[config.mk]
export PLATFORM = sky130hd
export DESIGN_NAME = pal_convert
export DESIGN_NICKNAME = d
export VERILOG_FILES = /design/src/rtl/pal_pkg.sv /design/src/rtl/pal_ctrl.sv /design/src/rtl/pal_datapath.sv /design/src/rtl/pal_convert.sv
export SDC_FILE = /design/constraint.sdc
export NUM_CORES = 1
export LEC_CHECK = 0
export ABC_CLOCK_PERIOD_IN_PS = 3900
export BUFFER_PORTS_ARGS = -buffer_cell sky130_fd_sc_hd__buf_2
export CAP_MARGIN = 5
export CORE_AREA = 2 2 110 112
export CTS_BUF_LIST = sky130_fd_sc_hd__clkbuf_8
export DETAILED_ROUTE_END_ITERATION = 8
export DIE_AREA = 0 0 112 114
export PLACE_DENSITY = 0.49
export SYNTH_ARGS = -nofsm -noshare
export SYNTH_HDL_FRONTEND = slang
export SYNTH_SLANG_ARGS = --single-unit
[constraint.sdc]
create_clock -name clk -period 3.9 [get_ports clk]
set_clock_uncertainty 0.05 [all_clocks]
set_input_delay 0.195 -clock clk [delete_from_list [all_inputs] [get_ports clk]]
set_output_delay 0.195 -clock clk [all_outputs]
set_load 0.05 [all_outputs]
[src/rtl/pal_pkg.sv]
package pal_pkg;
  localparam int ALPHA_POS = 24;

  typedef enum logic [2:0] {
    DEPTH8  = 3'd0,
    DEPTH15 = 3'd1,
    DEPTH16 = 3'd2,
    DEPTH24 = 3'd3,
    DEPTH32 = 3'd4
  } depth_e;

  typedef enum logic [1:0] {
    SRC565   = 2'd0,
    SRC565T  = 2'd1,
    SRC666T  = 2'd2,
    SRC888T  = 2'd3
  } srcfmt_e;

  typedef struct packed {
    logic capture;
    logic accept;
    logic last;
  } ctrl_strobe_t;
endpackage

[src/rtl/pal_ctrl.sv]
module pal_ctrl
  import pal_pkg::*;
#(
  parameter int ENTRIES = 256,
  localparam int ADDR_W = $clog2(ENTRIES)
) (
  input  logic              clk,
  input  logic              rstN,
  input  logic              start,
  input  logic              inValid,
  output ctrl_strobe_t      strobe,
  output logic [ADDR_W-1:0] idx,
  output logic              done
);
  localparam logic [ADDR_W-1:0] LAST_IDX = ADDR_W'(ENTRIES - 1);

  logic busy;

  always_comb begin
    strobe.capture = start;
    strobe.accept  = inValid && busy && !start;
    strobe.last    = strobe.accept && (idx == LAST_IDX);
  end

  always_ff @(posedge clk or negedge rstN) begin
    if (!rstN) begin
      busy <= 1'b0;
      idx  <= '0;
      done <= 1'b0;
    end else begin
      done <= strobe.last;
      if (strobe.capture) begin
        busy <= 1'b1;
        idx  <= '0;
      end else if (strobe.accept) begin
        idx <= idx + 1'b1;
        if (strobe.last) busy <= 1'b0;
      end
    end
  end
endmodule

[src/rtl/pal_datapath.sv]
module pal_datapath
  import pal_pkg::*;
#(
  parameter int ENTRIES = 256,
  localparam int ADDR_W = $clog2(ENTRIES)
) (
  input  logic              clk,
  input  logic              rstN,
  input  ctrl_strobe_t      strobe,
  input  logic [ADDR_W-1:0] idx,
  input  logic [31:0]       inData,
  input  logic [1:0]        palFmt,
  input  logic              monoEn,
  input  logic [2:0]        outDepth,
  output logic              wrEn,
  output logic [ADDR_W-1:0] wrAddr,
  output logic [31:0]       wrData,
  output logic              fmtStale
);
  srcfmt_e     cfgFmt;
  logic        cfgMono;
  depth_e      cfgDepth;
  logic        seenStart;
  logic [7:0]  red, grn, blu;
  logic [31:0] packed_px;
  logic        alphaBit;
  logic [31:0] entry;

  always_ff @(posedge clk or negedge rstN) begin
    if (!rstN) begin
      cfgFmt    <= SRC565;
      cfgMono   <= 1'b0;
      cfgDepth  <= DEPTH8;
      seenStart <= 1'b0;
    end else if (strobe.capture) begin
      cfgFmt    <= srcfmt_e'(palFmt);
      cfgMono   <= monoEn;
      cfgDepth  <= depth_e'(outDepth);
      seenStart <= 1'b1;
    end
  end

  assign fmtStale = seenStart && (palFmt != cfgFmt);

  // channel extraction
  always_comb begin
    if (cfgMono) begin
      red = inData[7:0];
      grn = inData[7:0];
      blu = inData[7:0];
    end else begin
      unique case (cfgFmt)
        SRC666T: begin
          red = {inData[23:19], 3'b000};
          grn = {inData[15:10], 2'b00};
          blu = {inData[7:3], 3'b000};
        end
        SRC888T: begin
          red = inData[23:16];
          grn = inData[15:8];
          blu = inData[7:0];
        end
        default: begin
          red = {inData[15:11], 3'b000};
          grn = {inData[10:5], 2'b00};
          blu = {inData[4:0], 3'b000};
        end
      endcase
    end
    alphaBit = (cfgFmt != SRC565) && inData[ALPHA_POS];
  end

  // depth packing
  always_comb begin
    case (cfgDepth)
      DEPTH8:  packed_px = {24'd0, red[7:5], grn[7:5], blu[7:6]};
      DEPTH15: packed_px = {17'd0, red[7:3], grn[7:3], blu[7:3]};
      DEPTH16: packed_px = {16'd0, red[7:3], grn[7:2], blu[7:3]};
      default: packed_px = {8'd0, red, grn, blu};
    endcase
    entry = packed_px;
    entry[ALPHA_POS] = packed_px[ALPHA_POS] | alphaBit;
  end

  always_ff @(posedge clk or negedge rstN) begin
    if (!rstN) begin
      wrEn   <= 1'b0;
      wrAddr <= '0;
      wrData <= '0;
    end else begin
      wrEn <= strobe.accept;
      if (strobe.accept) begin
        wrAddr <= idx;
        wrData <= entry;
      end
    end
  end
endmodule

[src/rtl/pal_convert.sv]
module pal_convert
  import pal_pkg::*;
#(
  parameter int ENTRIES = 256,
  localparam int ADDR_W = $clog2(ENTRIES)
) (
  input  logic              clk,
  input  logic              rstN,
  input  logic              start,
  input  logic              inValid,
  input  logic [31:0]       inData,
  input  logic [1:0]        palFmt,
  input  logic              monoEn,
  input  logic [2:0]        outDepth,
  output logic              wrEn,
  output logic [ADDR_W-1:0] wrAddr,
  output logic [31:0]       wrData,
  output logic              done,
  output logic              fmtStale
);
  ctrl_strobe_t      strobe;
  logic [ADDR_W-1:0] idx;

  pal_ctrl #(.ENTRIES(ENTRIES)) u_ctrl (
    .clk(clk), .rstN(rstN), .start(start), .inValid(inValid),
    .strobe(strobe), .idx(idx), .done(done)
  );

  pal_datapath #(.ENTRIES(ENTRIES)) u_dp (
    .clk(clk), .rstN(rstN), .strobe(strobe), .idx(idx),
    .inData(inData), .palFmt(palFmt), .monoEn(monoEn), .outDepth(outDepth),
    .wrEn(wrEn), .wrAddr(wrAddr), .wrData(wrData), .fmtStale(fmtStale)
  );
endmodule

==> results of run 1 <==
[worst max-delay path by stage]
stage                                          start                     endpoint  slack [ns]  cells past startpoint
after floorplan           u_dp.cfgFmt[1]$_DFFE_PN0P_                     fmtStale        1.77                      4
after global placement      u_dp.cfgMono$_DFFE_PN0P_   u_dp.wrData[2]$_DFFE_PN0P_        1.58                      4
after detailed placement    u_dp.cfgMono$_DFFE_PN0P_  u_dp.wrData[14]$_DFFE_PN0P_        1.57                      4
after CTS                   u_dp.cfgMono$_DFFE_PN0P_  u_dp.wrData[14]$_DFFE_PN0P_        1.55                      4
after global routing        u_dp.cfgMono$_DFFE_PN0P_  u_dp.wrData[14]$_DFFE_PN0P_        1.32                      4
final                       u_dp.cfgMono$_DFFE_PN0P_  u_dp.wrData[14]$_DFFE_PN0P_        1.54                      4
[final cells by class]
| cell class | instances | share of cell area, % |
|---|---|---|
| Inverter | 2 | 0.2233 |
| Clock buffer | 5 | 2.047 |
| Sequential cell | 51 | 37.96 |
| Clock inverter | 3 | 0.7071 |
| Timing Repair Buffer | 74 | 11.39 |
| Tap cell | 147 | 5.471 |
| Multi-Input combinational cell | 237 | 42.20 |
[logic make-up (layout without fill, tap and decap cells)]
logic type	Yosys count	in the layout	synth area share, %
xor gates and xnor gates	9	9	2.774
other	1	7	0.1320
muxes	16	16	6.033
AOI/OAI and AO/OA	95	95	21.62
buffers and inverters	30	84	5.944
adders and majority gates	1	1	0.4403
DFF	51	51	44.91
and+or+nand+nor	109	109	18.14
[metal layers]
layer  share of wire [%]  global-route usage [%]
met5                   0                       0
met4                0.95                   3.252
met3                 5.6                   2.763
met2                  46                   20.85
met1                  47                   18.42
[power by group]
group	leakage, nW	switching (mW)	internal, mW
combinational	0.844	0.377	0.150
sequential	0.635	0.0665	0.590
clock	0.0408	0.199	0.129
[registers in the layout, summed over array words and instances, names as in the netlist]
| name | flops |
|---|---|
| u_dp.wrAddr | 8 |
| u_dp.cfgDepth | 3 |
| u_ctrl.idx | 8 |
| u_dp.seenStart | 1 |
| u_dp.wrData | 25 |
| u_dp.cfgFmt | 2 |
| u_ctrl.busy | 1 |
| u_dp.cfgMono | 1 |
| u_dp.wrEn | 1 |
| u_ctrl.done | 1 |
[stage by stage]
step | util [%] | cell area (um2) | setup WS [ns]
finish | 28.71 | 3362 | 1.538
global route | 28.71 | 3362 | 1.324
CTS | 28.71 | 3362 | 1.551
detailed placement | 27.83 | 3259 | 1.571
global placement | 27.83 | 3259 | 1.582
floorplan | - | 2864 | 1.774
[worst max-delay path, cell delays in order, from the launching register on]
cell      delay [ns]
dfrtp_1         0.95
inv_1           0.34
a21boi_0        0.59
o22ai_1         0.18
a31oi_1         0.18
[cells in the final DEF, fill, tap and decap left out, drive strengths merged, types with 2 or more instances in the layout]
| cell | synthesis | layout |
|---|---|---|
| and3 | 2 | 2 |
| a22o | 5 | 5 |
| o21a | 3 | 3 |
| a31oi | 12 | 12 |
| nand3 | 5 | 5 |
| a22oi | 3 | 3 |
| xnor2 | 7 | 7 |
| nand2b | 8 | 8 |
| a211oi | 2 | 2 |
| a21oi | 12 | 12 |
| nor2b | 2 | 2 |
| and2 | 4 | 4 |
| dfrtp | 51 | 51 |
| nand4 | 2 | 2 |
| conb | 1 | 7 |
| clkinvlp | 0 | 2 |
| o21ai | 25 | 25 |
| buf | 22 | 73 |
| or3b | 5 | 5 |
| mux2i | 7 | 7 |
| nor2 | 18 | 18 |
| clkbuf | 6 | 5 |
| inv | 2 | 3 |
| nand2 | 52 | 52 |
| o22ai | 7 | 7 |
| a21o | 2 | 2 |
| o211ai | 5 | 5 |
| nor3 | 6 | 6 |
| xor2 | 2 | 2 |
| mux2 | 9 | 9 |
| o21bai | 2 | 2 |
| a21boi | 9 | 9 |
==> impl_metrics.prom, run 1 <==
# TYPE chip_impl_metric gauge
chip_impl_metric{name="stdcell_count",unit=""} 519
chip_impl_info{name="r2r-start",value="u_dp.cfgMono$_DFFE_PN0P_"} 1
chip_impl_metric{name="max_freq",unit="MHz"} 423.5
chip_impl_metric{name="timing.final.crit_share",unit="%"} 60.55
chip_impl_info{name="grt_setup_unrepaired",value="false"} 1
chip_impl_info{name="worstSetupPathType",value="register to register"} 1
chip_impl_metric{name="cts_htree_levels",unit=""} 2
chip_impl_metric{name="core_area",unit="um2"} 11710
chip_impl_metric{name="clock_latency",unit="ns"} 0.31
chip_impl_metric{name="gr-total-overflow",unit=""} 0
chip_impl_metric{name="finalSetupViolations",unit=""} 0
chip_impl_metric{name="cts_repair_resize_count",unit=""} 0
chip_impl_metric{name="clock_sinks",unit=""} 51
chip_impl_metric{name="route.vias.total",unit=""} 2528
chip_impl_metric{name="vias_per_cell",unit=""} 4.871
chip_impl_metric{name="design_power_total",unit="mW"} 1.512
chip_impl_metric{name="antenna_violating_nets_post_route",unit=""} 0
chip_impl_metric{name="hold_viol",unit=""} 0
chip_impl_info{name="yosysMostFrequentCell",value="nand2_1"} 1
chip_impl_info{name="synth.top_cells.by_count",value="52 x nand2_1, 51 x dfrtp_1, 24 x o21ai_0"} 1
chip_impl_metric{name="ff_latch_area",unit="um2"} 1276
chip_impl_metric{name="detail_route.drc_violations",unit=""} 0
chip_impl_metric{name="leakagePower",unit="nW"} 1.520
chip_impl_metric{name="grt_max_degree",unit=""} 52
chip_impl_metric{name="starting_density",unit="%"} 24.26
chip_impl_metric{name="synthArstFlopShare",unit="%"} 100.0
chip_impl_metric{name="drt-wirelength-per-cell",unit="um"} 16.09
chip_impl_metric{name="placementRows",unit=""} 40
chip_impl_metric{name="slew-limit-headroom",unit="%"} 32.52
chip_impl_metric{name="finalWeightedCongestion",unit=""} 0.7919
chip_impl_metric{name="rr_worst_depth",unit=""} 4
chip_impl_metric{name="detail_route.first_pass.iterations",unit=""} 4
chip_impl_metric{name="tritoncts.num_buffers",unit=""} 5
chip_impl_info{name="start_kind",value="register"} 1
chip_impl_metric{name="first_global_vias",unit=""} 2538
chip_impl_metric{name="final-max-slew-violation-count",unit=""} 0
chip_impl_metric{name="power.density_cell_area",unit="nW/um2"} 449.8
chip_impl_metric{name="post_synth_inst_count",unit=""} 312
chip_impl_metric{name="wire_length_of_the_first_global_routing_pass",unit="mm"} 13.59
chip_impl_metric{name="global_route.usage.total",unit="%"} 13.14
chip_impl_metric{name="holdBufCountCts",unit=""} 1
chip_impl_metric{name="clock_tree.buffer_depth",unit=""} 2
chip_impl_metric{name="die_h",unit="um"} 114
chip_impl_info{name="hp-start",value="monoEn"} 1
chip_impl_metric{name="hold_depth",unit=""} 3
chip_impl_metric{name="antenna_cells",unit=""} 0
chip_impl_metric{name="crit_fanout",unit=""} 32
chip_impl_info{name="postSynth.topFlopCell",value="dfrtp_1"} 1
chip_impl_info{name="reg2reg_to",value="u_dp.wrData[14]$_DFFE_PN0P_"} 1
chip_impl_metric{name="whs",unit="ns"} 0.06079
chip_impl_info{name="root_buffer",value="clkbuf_8"} 1
chip_impl_info{name="setup.worst_path.end_class",value="register"} 1
chip_impl_metric{name="fin_crit",unit="ns"} 2.362
chip_impl_metric{name="synth_cell_type_count",unit=""} 54
chip_impl_info{name="run_status",value="finished clean"} 1
chip_impl_metric{name="seq_area_frac_synth",unit="%"} 44.91
chip_impl_metric{name="place.port_buffers",unit=""} 70
chip_impl_metric{name="worst-slew-pin-transition",unit="ns"} 1.012
chip_impl_metric{name="drive_gt1_share",unit="%"} 25.27
chip_impl_metric{name="synth_seq_cells",unit=""} 51
chip_impl_metric{name="count_of_flip_flops_with_a_built_in_enable_after_synthesis",unit=""} 0
chip_impl_info{name="cts_tree",value="yes"} 1
chip_impl_info{name="min-delay-path-class",value="input pin to register"} 1
chip_impl_metric{name="dpl.hpwl",unit="mm"} 5.919
chip_impl_info{name="synth_top_cells_by_area",value="dfrtp_1 45%, nand2_1 6.9%, o21ai_0 4.2%, mux2_2 3.6%, a31oi_1 2.6%"} 1
chip_impl_metric{name="timing.critical_path.required",unit="ns"} 4.09
chip_impl_metric{name="clock_pin_slew_reported_for_the_worst_setup_and_hold_paths_after_clock_tree_synthesis",unit="ns"} 0.10
chip_impl_metric{name="yosysWarningCount",unit=""} 0
chip_impl_metric{name="placed_cells_incl_taps",unit=""} 510
chip_impl_metric{name="nFillCells",unit=""} 1310
chip_impl_metric{name="boundaryPins",unit=""} 85
chip_impl_metric{name="regToRegSetupSlack",unit="ns"} 1.54
chip_impl_metric{name="multi_input_comb_area",unit="um2"} 1419
chip_impl_metric{name="design.final.nets",unit=""} 414
chip_impl_info{name="synth.largest_area_cell",value="dfrtp_1"} 1
chip_impl_metric{name="netlist.area_leader.share",unit="%"} 44.91
chip_impl_metric{name="synth_area",unit="um2"} 2841
chip_impl_metric{name="routed_wl",unit="mm"} 8.350
chip_impl_metric{name="synth_to_layout_area_growth",unit="%"} 18.32
chip_impl_metric{name="final.setup.tns",unit="ns"} 0
chip_impl_metric{name="fp.dieArea",unit="um2"} 12770
chip_impl_metric{name="worst_ir_drop_vdd",unit="uV"} 159.2
chip_impl_metric{name="postCtsSetupRepairBufs",unit=""} 0
chip_impl_metric{name="first_iter_violations",unit=""} 159
chip_impl_metric{name="antenna_found_initial",unit=""} 0
chip_impl_metric{name="mean_cell_area_of_the_mapped_netlist",unit="um2"} 9.107
chip_impl_metric{name="die-width",unit="um"} 112
chip_impl_metric{name="number_of_max_cap_violations",unit=""} 0
chip_impl_info{name="min_delay_worst_endpoint",value="u_dp.cfgMono$_DFFE_PN0P_"} 1
chip_impl_metric{name="crit_path_dat",unit="ns"} 2.55
Power figures use the tool's default switching activity.
==> run 2, diff against run 1 <==
- ABC_AREA: unset -> 1
- ABC_CLOCK_PERIOD_IN_PS: 3900 -> 2050
- CORE_AREA: 2 2 110 112 -> 2 2 112 114
- DIE_AREA: 0 0 112 114 -> 0 0 114 116
- PLACE_DENSITY: 0.49 -> 0.5
- clock period: 3.9 -> 2.05 ns (I/O delays scaled with it)
==> impl_metrics.prom, run 2 <==
# TYPE chip_impl_metric gauge
chip_impl_info{name="run_status",value="finished clean"} 1
chip_impl_info{name="root_buffer",value="clkbuf_8"} 1
chip_impl_metric{name="crit_path_max_incr_delay",unit="ns"} 0.57
chip_impl_metric{name="place.port_buffers",unit=""} 70
chip_impl_metric{name="clock_tree.buffer_depth",unit=""} 2
chip_impl_metric{name="dpl.hpwl",unit="mm"} 6.361
chip_impl_metric{name="timing.final.crit_share",unit="%"} 81.48
chip_impl_metric{name="largest_register_ffs",unit=""} 25
chip_impl_metric{name="worst-slew-pin-transition",unit="ns"} 0.6766
chip_impl_metric{name="dpl-instance-area",unit="um2"} 3379
chip_impl_info{name="synth_top_cells_by_area",value="dfrtp_1 43%, nand2_1 19%, nand3_1 7.0%, o21ai_0 4.3%, inv_1 3.7%"} 1
chip_impl_info{name="start_kind",value="register"} 1
chip_impl_metric{name="first_iter_violations",unit=""} 198
chip_impl_metric{name="number_of_max_cap_violations",unit=""} 0
chip_impl_metric{name="finalCoreUtilization",unit="%"} 30.01
chip_impl_metric{name="final.setup.tns",unit="ns"} 0
chip_impl_info{name="leading_cell_type_in_the_layout_fill_and_taps_excluded",value="nand2_1"} 1
chip_impl_metric{name="route.met3.wl",unit="um"} 399
chip_impl_metric{name="clock_sinks",unit=""} 51
chip_impl_metric{name="timing.critical_path.required",unit="ns"} 2.20
chip_impl_info{name="postSynth.topFlopCell",value="dfrtp_1"} 1
chip_impl_metric{name="post_synth_inst_count",unit=""} 396
chip_impl_metric{name="crit_fanout",unit=""} 13
chip_impl_metric{name="holdBufCountCts",unit=""} 8
chip_impl_metric{name="gr-total-overflow",unit=""} 0
chip_impl_metric{name="post-route-cell-area",unit="um2"} 3575
chip_impl_metric{name="leakagePower",unit="nW"} 1.894
chip_impl_metric{name="detail_route.first_pass.iterations",unit=""} 4
chip_impl_metric{name="nFillCells",unit=""} 1365
chip_impl_metric{name="clock_latency",unit="ns"} 0.31
chip_impl_metric{name="final_critical_path_setup_slack",unit="ns"} 0.3797
chip_impl_metric{name="synth_seq_cells",unit=""} 51
chip_impl_info{name="grt_setup_unrepaired",value="false"} 1
chip_impl_metric{name="fp.dieArea",unit="um2"} 13220
chip_impl_metric{name="multi_input_comb_area",unit="um2"} 1385
chip_impl_metric{name="slew-limit-headroom",unit="%"} 54.89
chip_impl_metric{name="crit_path_dat",unit="ns"} 1.82
chip_impl_metric{name="route.vias.total",unit=""} 2789
chip_impl_info{name="top_signal_layer_used",value="met4"} 1
chip_impl_metric{name="drive_gt1_share",unit="%"} 23.47
chip_impl_metric{name="worst_ir_drop_vdd",unit="uV"} 341.5
chip_impl_metric{name="core_area",unit="um2"} 11910
chip_impl_metric{name="antenna_cells",unit=""} 0
chip_impl_metric{name="starting_density",unit="%"} 24.64
chip_impl_metric{name="wire_length_of_the_first_global_routing_pass",unit="mm"} 14.10
chip_impl_info{name="reg_top3",value="u_dp.wrData: 25 flops, u_ctrl.idx: 8 flops, u_dp.wrAddr: 8 flops"} 1
chip_impl_metric{name="routed_wl",unit="mm"} 8.593
chip_impl_metric{name="count_of_flip_flops_with_a_built_in_enable_after_synthesis",unit=""} 0
chip_impl_metric{name="tritoncts.num_buffers",unit=""} 5
chip_impl_metric{name="final-max-slew-violation-count",unit=""} 0
chip_impl_info{name="path_cells",value="inv_2 > nand3_1 > nand3_1 > nand2_1 > o21ai_1 > nand2_1"} 1
chip_impl_info{name="cts_tree",value="yes"} 1
chip_impl_metric{name="synth_area",unit="um2"} 2935
chip_impl_metric{name="power.density_cell_area",unit="nW/um2"} 822.1
chip_impl_metric{name="mean_cell_area_of_the_mapped_netlist",unit="um2"} 7.412
chip_impl_info{name="synth.largest_area_cell",value="dfrtp_1"} 1
chip_impl_metric{name="finalSetupViolations",unit=""} 0
chip_impl_metric{name="boundaryPins",unit=""} 85
chip_impl_metric{name="finalWeightedCongestion",unit=""} 0.9043
chip_impl_metric{name="netlist.area_leader.share",unit="%"} 43.48
chip_impl_metric{name="design_power_total",unit="mW"} 2.939
chip_impl_metric{name="postCtsSetupRepairBufs",unit=""} 0
chip_impl_info{name="setup.worst_path.end_class",value="register"} 1
chip_impl_metric{name="antenna_found_initial",unit=""} 0
chip_impl_metric{name="cp.buffers_inverters",unit=""} 1
chip_impl_metric{name="synth_cell_type_count",unit=""} 33
chip_impl_metric{name="global_route.usage.total",unit="%"} 13.51
chip_impl_metric{name="die_h",unit="um"} 116
chip_impl_metric{name="max_freq",unit="MHz"} 598.7
chip_impl_metric{name="antenna_violating_nets_post_route",unit=""} 0
chip_impl_metric{name="met2WireLength",unit="mm"} 4.072
chip_impl_info{name="synth.top_cells.by_count",value="146 x nand2_1, 51 x dfrtp_1, 41 x nand3_1"} 1
chip_impl_metric{name="cts_htree_levels",unit=""} 2
chip_impl_metric{name="synth_to_layout_area_growth",unit="%"} 21.78
chip_impl_metric{name="drt-wirelength-per-cell",unit="um"} 13.86
chip_impl_metric{name="cts_repair_resize_count",unit=""} 0
chip_impl_metric{name="grt_max_degree",unit=""} 52
chip_impl_info{name="worstSetupPathType",value="register to register"} 1
chip_impl_metric{name="detail_route.drc_violations",unit=""} 0
chip_impl_info{name="critical_path.top_delay_family",value="flip-flops"} 1
chip_impl_metric{name="vias_per_cell",unit=""} 4.498
chip_impl_metric{name="met1_length",unit="mm"} 4.024
chip_impl_metric{name="design.final.nets",unit=""} 515
chip_impl_info{name="largest-register",value="u_dp.wrData"} 1
chip_impl_metric{name="fin_crit",unit="ns"} 1.670
chip_impl_metric{name="die-width",unit="um"} 114
chip_impl_metric{name="placementRows",unit=""} 40
chip_impl_metric{name="hold_viol",unit=""} 0
chip_impl_metric{name="seq_area_frac_synth",unit="%"} 43.48
chip_impl_info{name="yosysMostFrequentCell",value="nand2_1"} 1
chip_impl_info{name="commonest_non_fill_non_tap_cells_in_the_layout",value="146 x nand2_1, 70 x buf_2, 51 x dfrtp_1"} 1
chip_impl_metric{name="yosysWarningCount",unit=""} 0
chip_impl_metric{name="first_global_vias",unit=""} 2776
chip_impl_metric{name="clock_pin_slew_reported_for_the_worst_setup_and_hold_paths_after_clock_tree_synthesis",unit="ns"} 0.10
chip_impl_metric{name="ff_latch_area",unit="um2"} 1276
chip_impl_info{name="timing.critical_path.slowest_stage_cell",value="dfrtp_1"} 1
chip_impl_metric{name="pre_cts_ws",unit="ns"} 0.4110
chip_impl_info{name="min-delay-path-class",value="input pin to register"} 1
chip_impl_metric{name="synthArstFlopShare",unit="%"} 100.0
-- run 2: cell count changes in the layout (fill, tap and decap cells not counted), moves of 6 or more --
| cell | change |
|---|---|
| nand2_1 | +94 |
| nand3_1 | +36 |
| dlygate4sd3_1 | +7 |
| mux2i_1 | -7 |
| nand2b_1 | -8 |
| mux2_2 | -9 |
| o21ai_1 | +15 |
| o22ai_1 | -6 |
| a31oi_1 | -10 |
| inv_1 | +28 |
-- run 2: report_power, final --
part / switching [mW] / internal (mW) / total (mW) / leakage, nW
logic: 0.751 / 0.246 / 0.997 / 1.18
clock network: 0.382 / 0.369 / 0.751 / 0.0548
registers: 0.0796 / 1.11 / 1.19 / 0.657
total: 1.21 / 1.73 / 2.94 / 1.89
-- run 2: routing by layer --
metal,GRT usage (%),vias up
li1,-,1402
met1,17.75,1295
met2,23.13,82
met3,2.877,10
met4,2.683,0
met5,0,-
-- run 2: logic make-up (layout without fill, tap and decap cells) --
logic type                 Yosys count  in the layout  synth area share, %
and+or+nand+nor                    220            220                32.40
buffers and inverters               57            128                10.10
AOI/OAI and AO/OA                   63             63                12.58
other                                1              7               0.1278
xor gates and xnor gates             3              3               0.8953
adders and majority gates            1              1               0.4262
DFF                                 51             51                43.48
-- run 2: layout make-up --
cell class	instances	area share, %
Clock buffer	5	1.925
Timing Repair Buffer	85	13.51
Sequential cell	51	35.70
Clock inverter	3	1.295
Tap cell	147	5.145
Inverter	35	3.675
Multi-Input combinational cell	294	38.75
-- run 2: through the flow --
| step | hold WS, ns | std cells |
|---|---|---|
| detailed placement | 0.2331 | 604 |
| global route | 0.09505 | 620 |
| CTS | 0.03464 | 620 |
| global placement | 0.2196 | 604 |
| floorplan | -0.2431 | 402 |
| finish | 0.03787 | 620 |
-- run 2: path summary, 6_finish.rpt --
path | slack, ns | from | endpoint | cells past startpoint
max | 0.38 | u_dp.cfgMono$_DFFE_PN0P_ | u_dp.wrData[7]$_DFFE_PN0P_ | 6
min | 0.04 | inData[16] | u_dp.wrData[16]$_DFFE_PN0P_ | 3
max reg2reg | 0.38 | u_dp.cfgMono$_DFFE_PN0P_ | u_dp.wrData[7]$_DFFE_PN0P_ | 6
min reg2reg | 0.42 | u_dp.seenStart$_DFFE_PN0P_ | u_dp.seenStart$_DFFE_PN0P_ | 2
max in group asynchronous | 1.11 | rstN | u_dp.wrData[11]$_DFFE_PN0P_ | 3
min in group asynchronous | 0.39 | rstN | u_dp.wrAddr[7]$_DFFE_PN0P_ | 3
-- run 2: worst reg2reg max path, stage by stage (launching register included) --
cell and delay (ns):
dfrtp_1 0.57, inv_2 0.31, nand3_1 0.20, nand3_1 0.11, nand2_1 0.07, o21ai_1 0.18
nand2_1 0.07
